### config.mk
export PLATFORM = sky130hd
export DESIGN_NAME = aes256_key_expander
export DESIGN_NICKNAME = d
export VERILOG_FILES = /design/src/rtl/aes_ks_pkg.sv /design/src/rtl/aes_ks_sbox.sv /design/src/rtl/aes_ks_subword.sv /design/src/rtl/aes_ks_round.sv /design/src/rtl/aes256_key_expander.sv
export SDC_FILE = /design/constraint.sdc
export NUM_CORES = 2
export LEC_CHECK = 0
export BUFFER_PORTS_ARGS = -buffer_cell sky130_fd_sc_hd__buf_2
export CORE_UTILIZATION = 51
export DETAILED_ROUTE_END_ITERATION = 10
export PLACE_DENSITY = 0.82
export SYNTH_ARGS = -nofsm -noshare
export SYNTH_HDL_FRONTEND = slang
export SYNTH_SLANG_ARGS = --single-unit
### constraint.sdc
create_clock -name clk -period 11.9 [get_ports clk]
set_input_delay 2.38 -clock clk [delete_from_list [all_inputs] [get_ports clk]]
set_output_delay 2.38 -clock clk [all_outputs]
set_load 0.01 [all_outputs]
### src/rtl/aes_ks_pkg.sv
package aes_ks_pkg;

  typedef logic [31:0] word_t;

  // multiply two field elements modulo x^8+x^4+x^3+x+1
  function automatic logic [7:0] gf_mul(input logic [7:0] a, input logic [7:0] b);
    logic [7:0] acc;
    logic [7:0] sh;
    acc = 8'h00;
    sh  = a;
    for (int i = 0; i < 8; i++) begin
      if (b[i]) acc = acc ^ sh;
      sh = {sh[6:0], 1'b0} ^ (sh[7] ? 8'h1b : 8'h00);
    end
    return acc;
  endfunction

  // a^254 is the multiplicative inverse (0 maps to 0)
  function automatic logic [7:0] gf_inv(input logic [7:0] a);
    logic [7:0] sq;
    logic [7:0] r;
    sq = a;
    r  = 8'h01;
    for (int i = 1; i < 8; i++) begin
      sq = gf_mul(sq, sq);
      r  = gf_mul(r, sq);
    end
    return r;
  endfunction

  function automatic logic [7:0] sbox_byte(input logic [7:0] a);
    logic [7:0] v;
    v = gf_inv(a);
    return v ^ {v[6:0], v[7]} ^ {v[5:0], v[7:6]} ^ {v[4:0], v[7:5]} ^ {v[3:0], v[7:4]} ^ 8'h63;
  endfunction

  // round constant for word index 8*half
  function automatic logic [7:0] rcon_byte(input logic [3:0] half);
    return 8'h01 << (half - 4'd1);
  endfunction

endpackage

### src/rtl/aes_ks_sbox.sv
module aes_ks_sbox (
  input  logic [7:0] in_b,
  output logic [7:0] out_b
);
  import aes_ks_pkg::*;

  always_comb begin
    out_b = sbox_byte(in_b);
  end

endmodule

### src/rtl/aes_ks_subword.sv
module aes_ks_subword #(
  parameter int WORD_W = 32,
  parameter int BYTES  = WORD_W / 8
) (
  input  logic [WORD_W-1:0] in_w,
  input  logic              rot_en,
  input  logic [7:0]        rcon,
  output logic [WORD_W-1:0] out_w
);
  logic [WORD_W-1:0] pre_w;
  logic [WORD_W-1:0] sub_w;

  always_comb begin
    pre_w = rot_en ? {in_w[WORD_W-9:0], in_w[WORD_W-1 -: 8]} : in_w;
  end

  for (genvar g = 0; g < BYTES; g++) begin : g_sb
    aes_ks_sbox u_sb (
      .in_b  (pre_w[8*g +: 8]),
      .out_b (sub_w[8*g +: 8])
    );
  end

  always_comb begin
    out_w = sub_w ^ {(rot_en ? rcon : 8'h00), {(WORD_W-8){1'b0}}};
  end

endmodule

### src/rtl/aes_ks_round.sv
module aes_ks_round #(
  parameter int WORD_W = 32,
  parameter int NK     = 8,
  localparam int WIN_W = NK * WORD_W,
  localparam int RK_W  = 4 * WORD_W
) (
  input  logic [WIN_W-1:0] win,
  input  logic             even_rnd,
  input  logic [7:0]       rcon,
  output logic [RK_W-1:0]  new_words
);
  logic [WORD_W-1:0] temp_w;
  logic [WORD_W-1:0] nw [4];

  aes_ks_subword #(.WORD_W(WORD_W)) u_sub (
    .in_w   (win[WORD_W-1:0]),
    .rot_en (even_rnd),
    .rcon   (rcon),
    .out_w  (temp_w)
  );

  always_comb begin
    nw[0] = win[WIN_W-1 -: WORD_W] ^ temp_w;
    for (int i = 1; i < 4; i++) begin
      nw[i] = win[WIN_W-1-i*WORD_W -: WORD_W] ^ nw[i-1];
    end
    new_words = {nw[0], nw[1], nw[2], nw[3]};
  end

  // low half of the window is not used by the next four words
  logic unused_low;
  always_comb unused_low = ^win[WIN_W-4*WORD_W-1:WORD_W];

endmodule

### src/rtl/aes256_key_expander.sv
module aes256_key_expander #(
  parameter int WORD_W = 32,
  parameter int NK     = 8,
  parameter int NR     = 14,
  localparam int KEY_W = NK * WORD_W,
  localparam int RK_W  = 4 * WORD_W,
  localparam int RND_W = $clog2(NR + 1)
) (
  input  logic             clk,
  input  logic             rst_n,
  input  logic             start,
  input  logic [KEY_W-1:0] key_in,
  output logic             rk_valid,
  output logic [RND_W-1:0] rk_round,
  output logic [RK_W-1:0]  rk_data
);
  import aes_ks_pkg::*;

  // reset synchronizer: asserts at once, releases on a clock edge
  logic [1:0] rst_pipe;
  logic       rst_sync_n;

  always_ff @(posedge clk or negedge rst_n) begin
    if (!rst_n) rst_pipe <= 2'b00;
    else        rst_pipe <= {rst_pipe[0], 1'b1};
  end
  assign rst_sync_n = rst_pipe[1];

  logic [KEY_W-1:0] win_q, win_d;
  logic [RK_W-1:0]  rk_q, rk_d;
  logic [RND_W-1:0] rnd_q, rnd_d, rnd_nx;
  logic             val_q, val_d;
  logic             upd_en;
  logic [RK_W-1:0]  new_words;
  logic [3:0]       rcon_half;
  logic [7:0]       rcon;

  always_comb begin
    rnd_nx    = rnd_q + 1'b1;
    rcon_half = 4'(rnd_nx >> 1);
    rcon      = rcon_byte(rcon_half);
  end

  aes_ks_round #(.WORD_W(WORD_W), .NK(NK)) u_round (
    .win       (win_q),
    .even_rnd  (~rnd_nx[0]),
    .rcon      (rcon),
    .new_words (new_words)
  );

  // next-state
  always_comb begin
    win_d  = win_q;
    rk_d   = rk_q;
    rnd_d  = rnd_q;
    val_d  = val_q;
    upd_en = 1'b0;
    if (start) begin
      upd_en = 1'b1;
      win_d  = key_in;
      rk_d   = key_in[KEY_W-1 -: RK_W];
      rnd_d  = '0;
      val_d  = 1'b1;
    end else if (val_q) begin
      upd_en = 1'b1;
      if (rnd_q == RND_W'(NR)) begin
        val_d = 1'b0;
      end else if (rnd_q == '0) begin
        rk_d  = win_q[RK_W-1:0];
        rnd_d = rnd_nx;
      end else begin
        rk_d  = new_words;
        win_d = {win_q[KEY_W-RK_W-1:0], new_words};
        rnd_d = rnd_nx;
      end
    end
  end

  // registers with explicit enable
  always_ff @(posedge clk or negedge rst_sync_n) begin
    if (!rst_sync_n) begin
      win_q <= '0;
      rk_q  <= '0;
      rnd_q <= '0;
      val_q <= 1'b0;
    end else if (upd_en) begin
      win_q <= win_d;
      rk_q  <= rk_d;
      rnd_q <= rnd_d;
      val_q <= val_d;
    end
  end

  assign rk_valid = val_q;
  assign rk_round = rnd_q;
  assign rk_data  = rk_q;

  // a start always loads round 0 from the key top half
  a_r2_start_loads: assert property (@(posedge clk) disable iff (!rst_sync_n)
    start |=> (rk_valid && rk_round == '0 && rk_data == $past(key_in[KEY_W-1 -: RK_W])));

  // round 1 is the lower half of the captured key
  a_r3_second_half: assert property (@(posedge clk) disable iff (!rst_sync_n)
    (rk_valid && rk_round == '0 && !start) |=> (rk_round == 1 && rk_data == $past(win_q[RK_W-1:0])));

  // the round index steps by one while the sequence runs
  a_r4_round_step: assert property (@(posedge clk) disable iff (!rst_sync_n)
    (rk_valid && rk_round != RND_W'(NR) && !start) |=>
      (rk_valid && rk_round == RND_W'($past(rk_round) + 1'b1)));

  // valid ends after the last round
  a_r7_valid_ends: assert property (@(posedge clk) disable iff (!rst_sync_n)
    (rk_valid && rk_round == RND_W'(NR) && !start) |=> !rk_valid);

  // idle stays idle without a start
  a_r7_idle_stays: assert property (@(posedge clk) disable iff (!rst_sync_n)
    (!rk_valid && !start) |=> !rk_valid);

endmodule

Word level (Yosys, flattened, before mapping)
Index checks and enable logic that the tools add are counted.
{"block": "totals", "register_bits": 391, "input_bits": 259, "out_inout_bits": 133, "wordCells": 1626}
{"block": "op_classes", "addsub": 2, "eq_ne": 3, "n_shift": 1, "n_mux": 830, "n_bitwise": 781, "n_reduce_logical": 4}
{"op": "XOR 8 bit", "n": 744}
{"op": "two-way mux 8 bit", "n": 421}
{"op": "two-way mux 5 bit", "n": 368}
{"op": "two-way mux 256 bit", "n": 4}
{"op": "two-way mux 128 bit", "n": 4}
{"op": "XOR 32 bit", "n": 5}
{"op": "two-way mux 32 bit", "n": 1}
{"op": "two-way mux 4 bit", "n": 7}
{"op": "two-way mux 7 bit", "n": 4}
{"op": "inverter 1 bit, first input constant", "n": 28}
{"op": "two-way mux 6 bit", "n": 4}
{"op": "inverter 4 bit", "n": 4}
{"op": "two-way mux 3 bit", "n": 4}
{"op": "two-way mux 1 bit", "n": 9}
{"op": "two-way mux 2 bit", "n": 4}
{"op": "<< shifter 1 x 4 -> 8 bit, first input constant", "n": 1}
{"op": "adder 4 x 1 -> 4 bit, second input constant", "n": 1}
{"op": "== test 4 bit, second input constant", "n": 1}
{"op": "zero test 4 bit", "n": 1}
{"op": "inequality test 2 bit, second input constant", "n": 2}
{"op": "AND reduction 4 bit", "n": 1}
{"op": "subtractor 3 x 1 -> 4 bit, second input constant", "n": 1}
{"op": "AND reduction 3 bit", "n": 1}
{"op": "nonzero test 2 bit", "n": 1}

Logic depth before layout (Yosys ltp)
{"block": "logic_depth", "word_depth": 143, "mapped_depth": 76}

By module
From an unflattened synthesis, not the netlist that was laid out.
{"block": "hier_totals", "hier_cells": 9836, "hier_area_um2": 83840.4}
{"module": "aes_ks_sbox", "n_inst": 4, "cells_per_inst": 1942, "area_per_inst_um2": 15220.8}
{"module": "aes256_key_expander", "n_inst": 1, "cells_per_inst": 1856, "area_per_inst_um2": 20369.5}
{"module": "aes_ks_round", "n_inst": 1, "cells_per_inst": 160, "area_per_inst_um2": 2082.0}
{"module": "aes_ks_subword", "n_inst": 1, "cells_per_inst": 52, "area_per_inst_um2": 505.5}

Least setup slack after synthesis
OpenSTA, ideal clock, no wires.
{"block": "synth_path", "path_kind": "flip-flop to flip-flop", "startpoint": "register rnd_q[0] (netlist: rk_round[0])", "endpoint": "register win_q[14]", "arrival_time_ns": 17.278, "setup_slack_ns": -5.520, "path_stages_with_launch": 72, "cell_sequence": "dfrtp_1 > buf_6 > buf_12 > buf_8 > buf_6 > buf_8 > buf_6 > buf_8 > buf_6 > buf_6 > buf_2 > mux2_2 > ha_1 > clkbuf_1 > nor3_1 > o31ai_1 > xnor2_1 > or4_1 > [36 not listed] > buf_4 > xor2_2 > xnor3_1 > nor2_1 > xnor3_2 > xnor2_4 > xor3_1 > nor2_1 > xnor2_1 > xnor2_1 > xnor3_1 > xnor3_1 > xnor3_2 > xnor3_1 > xor3_1 > xnor2_1 > xor2_1 > o221ai_1"}
{"block": "synth_between", "elab_chain_len": 140, "elab_cells_between_ends": 406, "cone_classes": "add/sub (1); eq/ne (3); mux (208); bitwise (192); reduce/logical (2)"}
{"element": "from (decl)", "line": "aes256_key_expander.sv:31", "text": "logic [RND_W-1:0] rnd_q, rnd_d, rnd_nx;"}
{"element": "from (signal assigned)", "line": "aes256_key_expander.sv:89", "text": "rnd_q <= rnd_d;"}
{"element": "adder 4 x 1 -> 4 bit", "line": "aes256_key_expander.sv:39", "text": "rnd_nx = rnd_q + 1'b1;"}
{"element": "two-way mux 32 bit", "line": "aes_ks_subword.sv:14", "text": "pre_w = rot_en ? {in_w[WORD_W-9:0], in_w[WORD_W-1 -: 8]} : in_w;"}
{"element": "two-way mux 5 bit", "line": "aes_ks_pkg.sv:13", "text": "sh = {sh[6:0], 1'b0} ^ (sh[7] ? 8'h1b : 8'h00);"}
{"element": "XOR 8 bit", "line": "aes_ks_pkg.sv:13"}
{"element": "XOR 8 bit", "line": "aes_ks_pkg.sv:12", "text": "if (b[i]) acc = acc ^ sh;"}
{"element": "two-way mux 8 bit", "line": "aes_ks_pkg.sv:12"}
{"element": "XOR 8 bit", "line": "aes_ks_pkg.sv:12"}
{"element": "two-way mux 8 bit", "line": "aes_ks_pkg.sv:12"}
{"element": "[122 not listed]"}
{"element": "inverter 4 bit (no source line)"}
{"element": "XOR 32 bit", "line": "aes_ks_subword.sv:25", "text": "out_w = sub_w ^ {(rot_en ? rcon : 8'h00), {(WORD_W-8){1'b0}}};"}
{"element": "XOR 32 bit", "line": "aes_ks_round.sv:23", "text": "nw[0] = win[WIN_W-1 -: WORD_W] ^ temp_w;"}
{"element": "XOR 32 bit (3 in a row)", "line": "aes_ks_round.sv:25", "text": "nw[i] = win[WIN_W-1-i*WORD_W -: WORD_W] ^ nw[i-1];"}
{"element": "two-way mux 256 bit", "line": "aes256_key_expander.sv:68", "text": "end else if (rnd_q == '0) begin"}
{"element": "two-way mux 256 bit", "line": "aes256_key_expander.sv:66", "text": "if (rnd_q == RND_W'(NR)) begin"}
{"element": "two-way mux 256 bit", "line": "aes256_key_expander.sv:64", "text": "end else if (val_q) begin"}
{"element": "two-way mux 256 bit", "line": "aes256_key_expander.sv:58", "text": "if (start) begin"}
{"element": "to (signal assigned)", "line": "aes256_key_expander.sv:87", "text": "win_q <= win_d;"}
{"element": "to (decl)", "line": "aes256_key_expander.sv:29", "text": "logic [KEY_W-1:0] win_q, win_d;"}
Several ways; a longest one is shown, not always the timed one. The select of a mux whose other input is x is not followed.
A chain may end at the register's enable or synchronous reset.

Final worst setup path
{"block": "layout_path", "startpoint": "register rnd_q[0] (netlist: rk_round[0])", "endpoint": "register win_q[61]"}
{"block": "layout_between", "elab_chain_len": 139, "elab_cells_between_ends": 408, "cone_classes": "add/sub (2); eq/ne (3); shift (1); mux (209); bitwise (191); reduce/logical (2)"}
{"element": "adder 4 x 1 -> 4 bit", "line": "aes256_key_expander.sv:39"}
{"element": "two-way mux 32 bit", "line": "aes_ks_subword.sv:14"}
{"element": "two-way mux 5 bit, or another cell as far along", "line": "aes_ks_pkg.sv:13"}
{"element": "XOR 8 bit, on equally long branches", "line": "aes_ks_pkg.sv:13, aes_ks_pkg.sv:12"}
{"element": "XOR 8 bit or two-way mux 8 bit (tied branches)", "line": "aes_ks_pkg.sv:12"}
{"element": "two-way mux 8 bit or XOR 8 bit (tied branches)", "line": "aes_ks_pkg.sv:12"}
{"element": "XOR 8 bit or two-way mux 8 bit (tied branches)", "line": "aes_ks_pkg.sv:12"}
{"element": "two-way mux 8 bit or XOR 8 bit (tied branches)", "line": "aes_ks_pkg.sv:12"}
{"element": "[122 not listed]"}
{"element": "inverter 4 bit (no source line)"}
{"element": "XOR 32 bit", "line": "aes_ks_subword.sv:25"}
{"element": "XOR 32 bit", "line": "aes_ks_round.sv:23"}
{"element": "XOR 32 bit (2 in a row)", "line": "aes_ks_round.sv:25"}
{"element": "two-way mux 256 bit", "line": "aes256_key_expander.sv:68"}
{"element": "two-way mux 256 bit", "line": "aes256_key_expander.sv:66"}
{"element": "two-way mux 256 bit", "line": "aes256_key_expander.sv:64"}
{"element": "two-way mux 256 bit", "line": "aes256_key_expander.sv:58"}
Several ways; a longest one is shown, not always the timed one. The select of a mux whose other input is x is not followed.

==> results.md <==
- Reg2reg setup slack: -3.31 ns
- Top cell type by total area after synthesis: xnor2_1
- Synth unique cells: 121
- Most frequent cell after synthesis: xnor2_1
- First-pass GRT wire length: 490 mm
- Die Span Y: 396 um
- Global Route met1 Usage: 46.7%
- Crit. End Element: flop
- RR Startpoint: rk_round[0]
- Worst-margin pin slew: 1.15 ns
- Failing checks: negative setup slack
- Fmax: 65.7 MHz
- Critical Setup Path Class: reg2reg
- 1st-iter DRT viols: 11.1k
- CTS tree: built
- Gr usage total: 38.7%
- Worst path max stage delay: 0.53 ns
- Dominant synthesized flop cell: dfrtp_1
- Final cycle utilization of the critical path: 128%
- RR Endpoint: win_q[61]
- Clock skew: 0.0294 ns
- Slowest cell on the critical path: xor3_2
- Seq/Total Area, Yosys: 12.3%
- Synth warn: 0
- Origin of the worst setup path: rk_round[0]
- Nets: 13.0k
- Critical Path RT: 12.39 ns
- Final Slew Violations: 0
- Share of layout cells above drive strength 1: 36.8%
- Rows: 144
- Busiest grt layer: met2
- CP most frequent cell: buf_4
- RSZ-0062 raised after global routing: true
- Post-Synthesis Cell Area: 79,300 um2
- Fin worst setup slack: -3.31 ns
- P&R area growth vs syn: 41.8%
- Core area: 154,000 um2
- Crit path max fanout: 9
- Status: finished, violations left
- CP Launch Type: flop
- I/O pin count: 392
- CTS buffer count: 38
- I/O Buffers: 391
- Crit path arrival time: 15.70 ns
- Placer Congestion: 1.01
- DRC viols: 0
- Met2 usage: 63.2%
- DP HPWL: 235 mm
- Max_cap viols: 0
- Top cells by area, synth: xnor2_1, dfrtp_1, xnor3_1, nor2_1, nand2_1
- Clk_lat worst skew: 0.60 ns
- Syn Inst Count: 10.0k
- DIE WIDTH: 396 um
- Area of the die: 157,000 um2
- Clock Path Buffers: 3
- Final-report hold violation count: 0
- Pre-Repair DR Iteration Count: 9
- Vias/cell: 6.13
- Sequential cell area: 9790 um2
- Fill count: 10.6k
- Routed len/inst: 22.2 um
- Delay-heaviest family, CP: XOR/XNOR gates
- Area of the multi-input gates: 72,000 um2
- Commonest cells post-synth: xnor2_1, nor2_1, nand2_1, clkbuf_1, a21oi_1
- Via count: 91.0k
- Ys async rst share: 100%
- Syn nets: 10.3k
- Clock slew at reported path FFs: 0.07 ns
- Pin count of the biggest net entering global routing: 198
- Relative slew slack: 23.1%
- Initial Util: 51.4%
- Min Hold Slack: 0.310 ns
- Buf/Inv on CP: 20
- Final wirelength: 329 mm
- Clk sinks: 391
- #FFs+latches synth: 391
- Post-synth top area share: 17.8%
- Post-Syn Area per Cell: 7.90 um2
- Final min period: 15.21 ns
- Number of enable flip-flop cells after synthesis: 0
- H-tree depth: 2
- Initial antenna violation count: 23
- GR Overflow Total: 0
- Number of global-route vias before repair: 88.2k
- Endpoints failing setup: 256
- Antenna viol nets, final: 0
- Hold/Removal Path Class: reg2async
- Clock root buffer master: clkbuf_16
- Worst Reg-to-Reg Cells: 69
- Grt met3 use: 6.70%
## cell type report
type	instances	area share, %
clock buffer	46	0.927
inverter	109	0.381
multi-input combinational	8821	64.0
clock inverter	22	0.337
timing repair buffer	3388	23.3
sequential	391	8.70
tap	2044	2.27
antenna	13	0.0289
## layer usage
metal	part of all wire [%]	vias up
met1	36	43100
met5	0.026	-
met4	8.1	16
li1	-	40000
met2	46	6157
met3	10	1638
## per-stage QoR
step | cell area, um2 | util [%] | instances | setup WS [ns] | setup TNS (ns)
after global routing | 113000 | 73.0 | 14800 | -3.66 | -800.88
after floorplan | 80700 | - | 10000 | -3.37 | -727.66
final | 113000 | 73.0 | 14800 | -3.31 | -674.51
after global placement | 103000 | 66.7 | 14400 | -3.18 | -650.37
after CTS | 109000 | 70.6 | 14700 | -2.69 | -552.83
after detailed placement | 103000 | 66.7 | 14400 | -3.40 | -709.21
## worst register-to-register path, delay by kind of cell, from the launching register on
family                   cells  cell delay [ns]
adder cells (fa/ha/maj)      2             0.55
AO/OA/AOI/OAI                6             1.05
XOR/XNOR                    32             9.03
buffers and inverters       20             2.96
multiplexers                 1             0.21
AND/OR/NAND/NOR              8             0.85
flip-flops                   1             0.48
## how the worst max path moves through the flow
| stage | endpoint | slack, ns | depth (start not counted) |
|---|---|---|---|
| after global routing | win_q[61] | -3.66 | 67 |
| after detailed placement | win_q[26] | -3.40 | 58 |
| after floorplan | win_q[5] | -3.37 | 65 |
| after global placement | win_q[26] | -3.18 | 58 |
| after CTS | win_q[26] | -2.69 | 62 |
| final | win_q[61] | -3.31 | 69 |
## sequential cells by signal (all words and copies together), names as in the netlist
signal,count
rst_pipe,2
rk_valid,1
win_q,256
rk_round,4
rk_data,128
## cell usage in the layout, fill, tap and decap left out, types with 50 or more instances in the layout
master and n:
nand2_1 1286, buf_12 94, buf_6 139, xor2_2 87
and2_1 51, nand3_1 176, a21oi_1 437, a211oi_1 155
xor2_1 361, nor2_2 64, o211ai_1 123, nand2b_1 62
mux2i_1 245, buf_2 390, and3_1 136, xnor2_4 115
buf_4 2754, o21ai_0 348, nor2_1 1305, a31oi_1 186
o21ai_1 120, a22oi_1 53, xnor3_1 276, xnor2_2 296
dfrtp_1 388, xnor3_2 155, o22ai_1 141, nor2b_1 50
nor3_1 204, inv_1 75, xnor2_1 1350
## cells by family (layout without fill, tap and decap cells)
kind of cell | count (synthesis) | in the layout | share of synthesized area [%]
DFF | 391 | 391 | 12.3
AOI/OAI and AO/OA | 2095 | 2095 | 17.1
other | 1 | 14 | 0.00473
buffers and inverters | 836 | 3565 | 4.57
xor gates and xnor gates | 2746 | 2746 | 41.5
and+or+nand+nor | 3616 | 3616 | 19.5
adders and majority gates | 22 | 22 | 0.347
muxes | 341 | 341 | 4.67
## what timing repair did
action | in CTS | in global routing
cloned | 2 | 0
pin swaps | 242 | 226
endpoints found under the setup margin | 256 | 256
setup buffers | 215 | 144
hold buffers | 0 | 0
resized for setup | 547 | 479
Power is not shown: default switching activity piles up to over one toggle a cycle in this logic, so the estimate is an artifact.
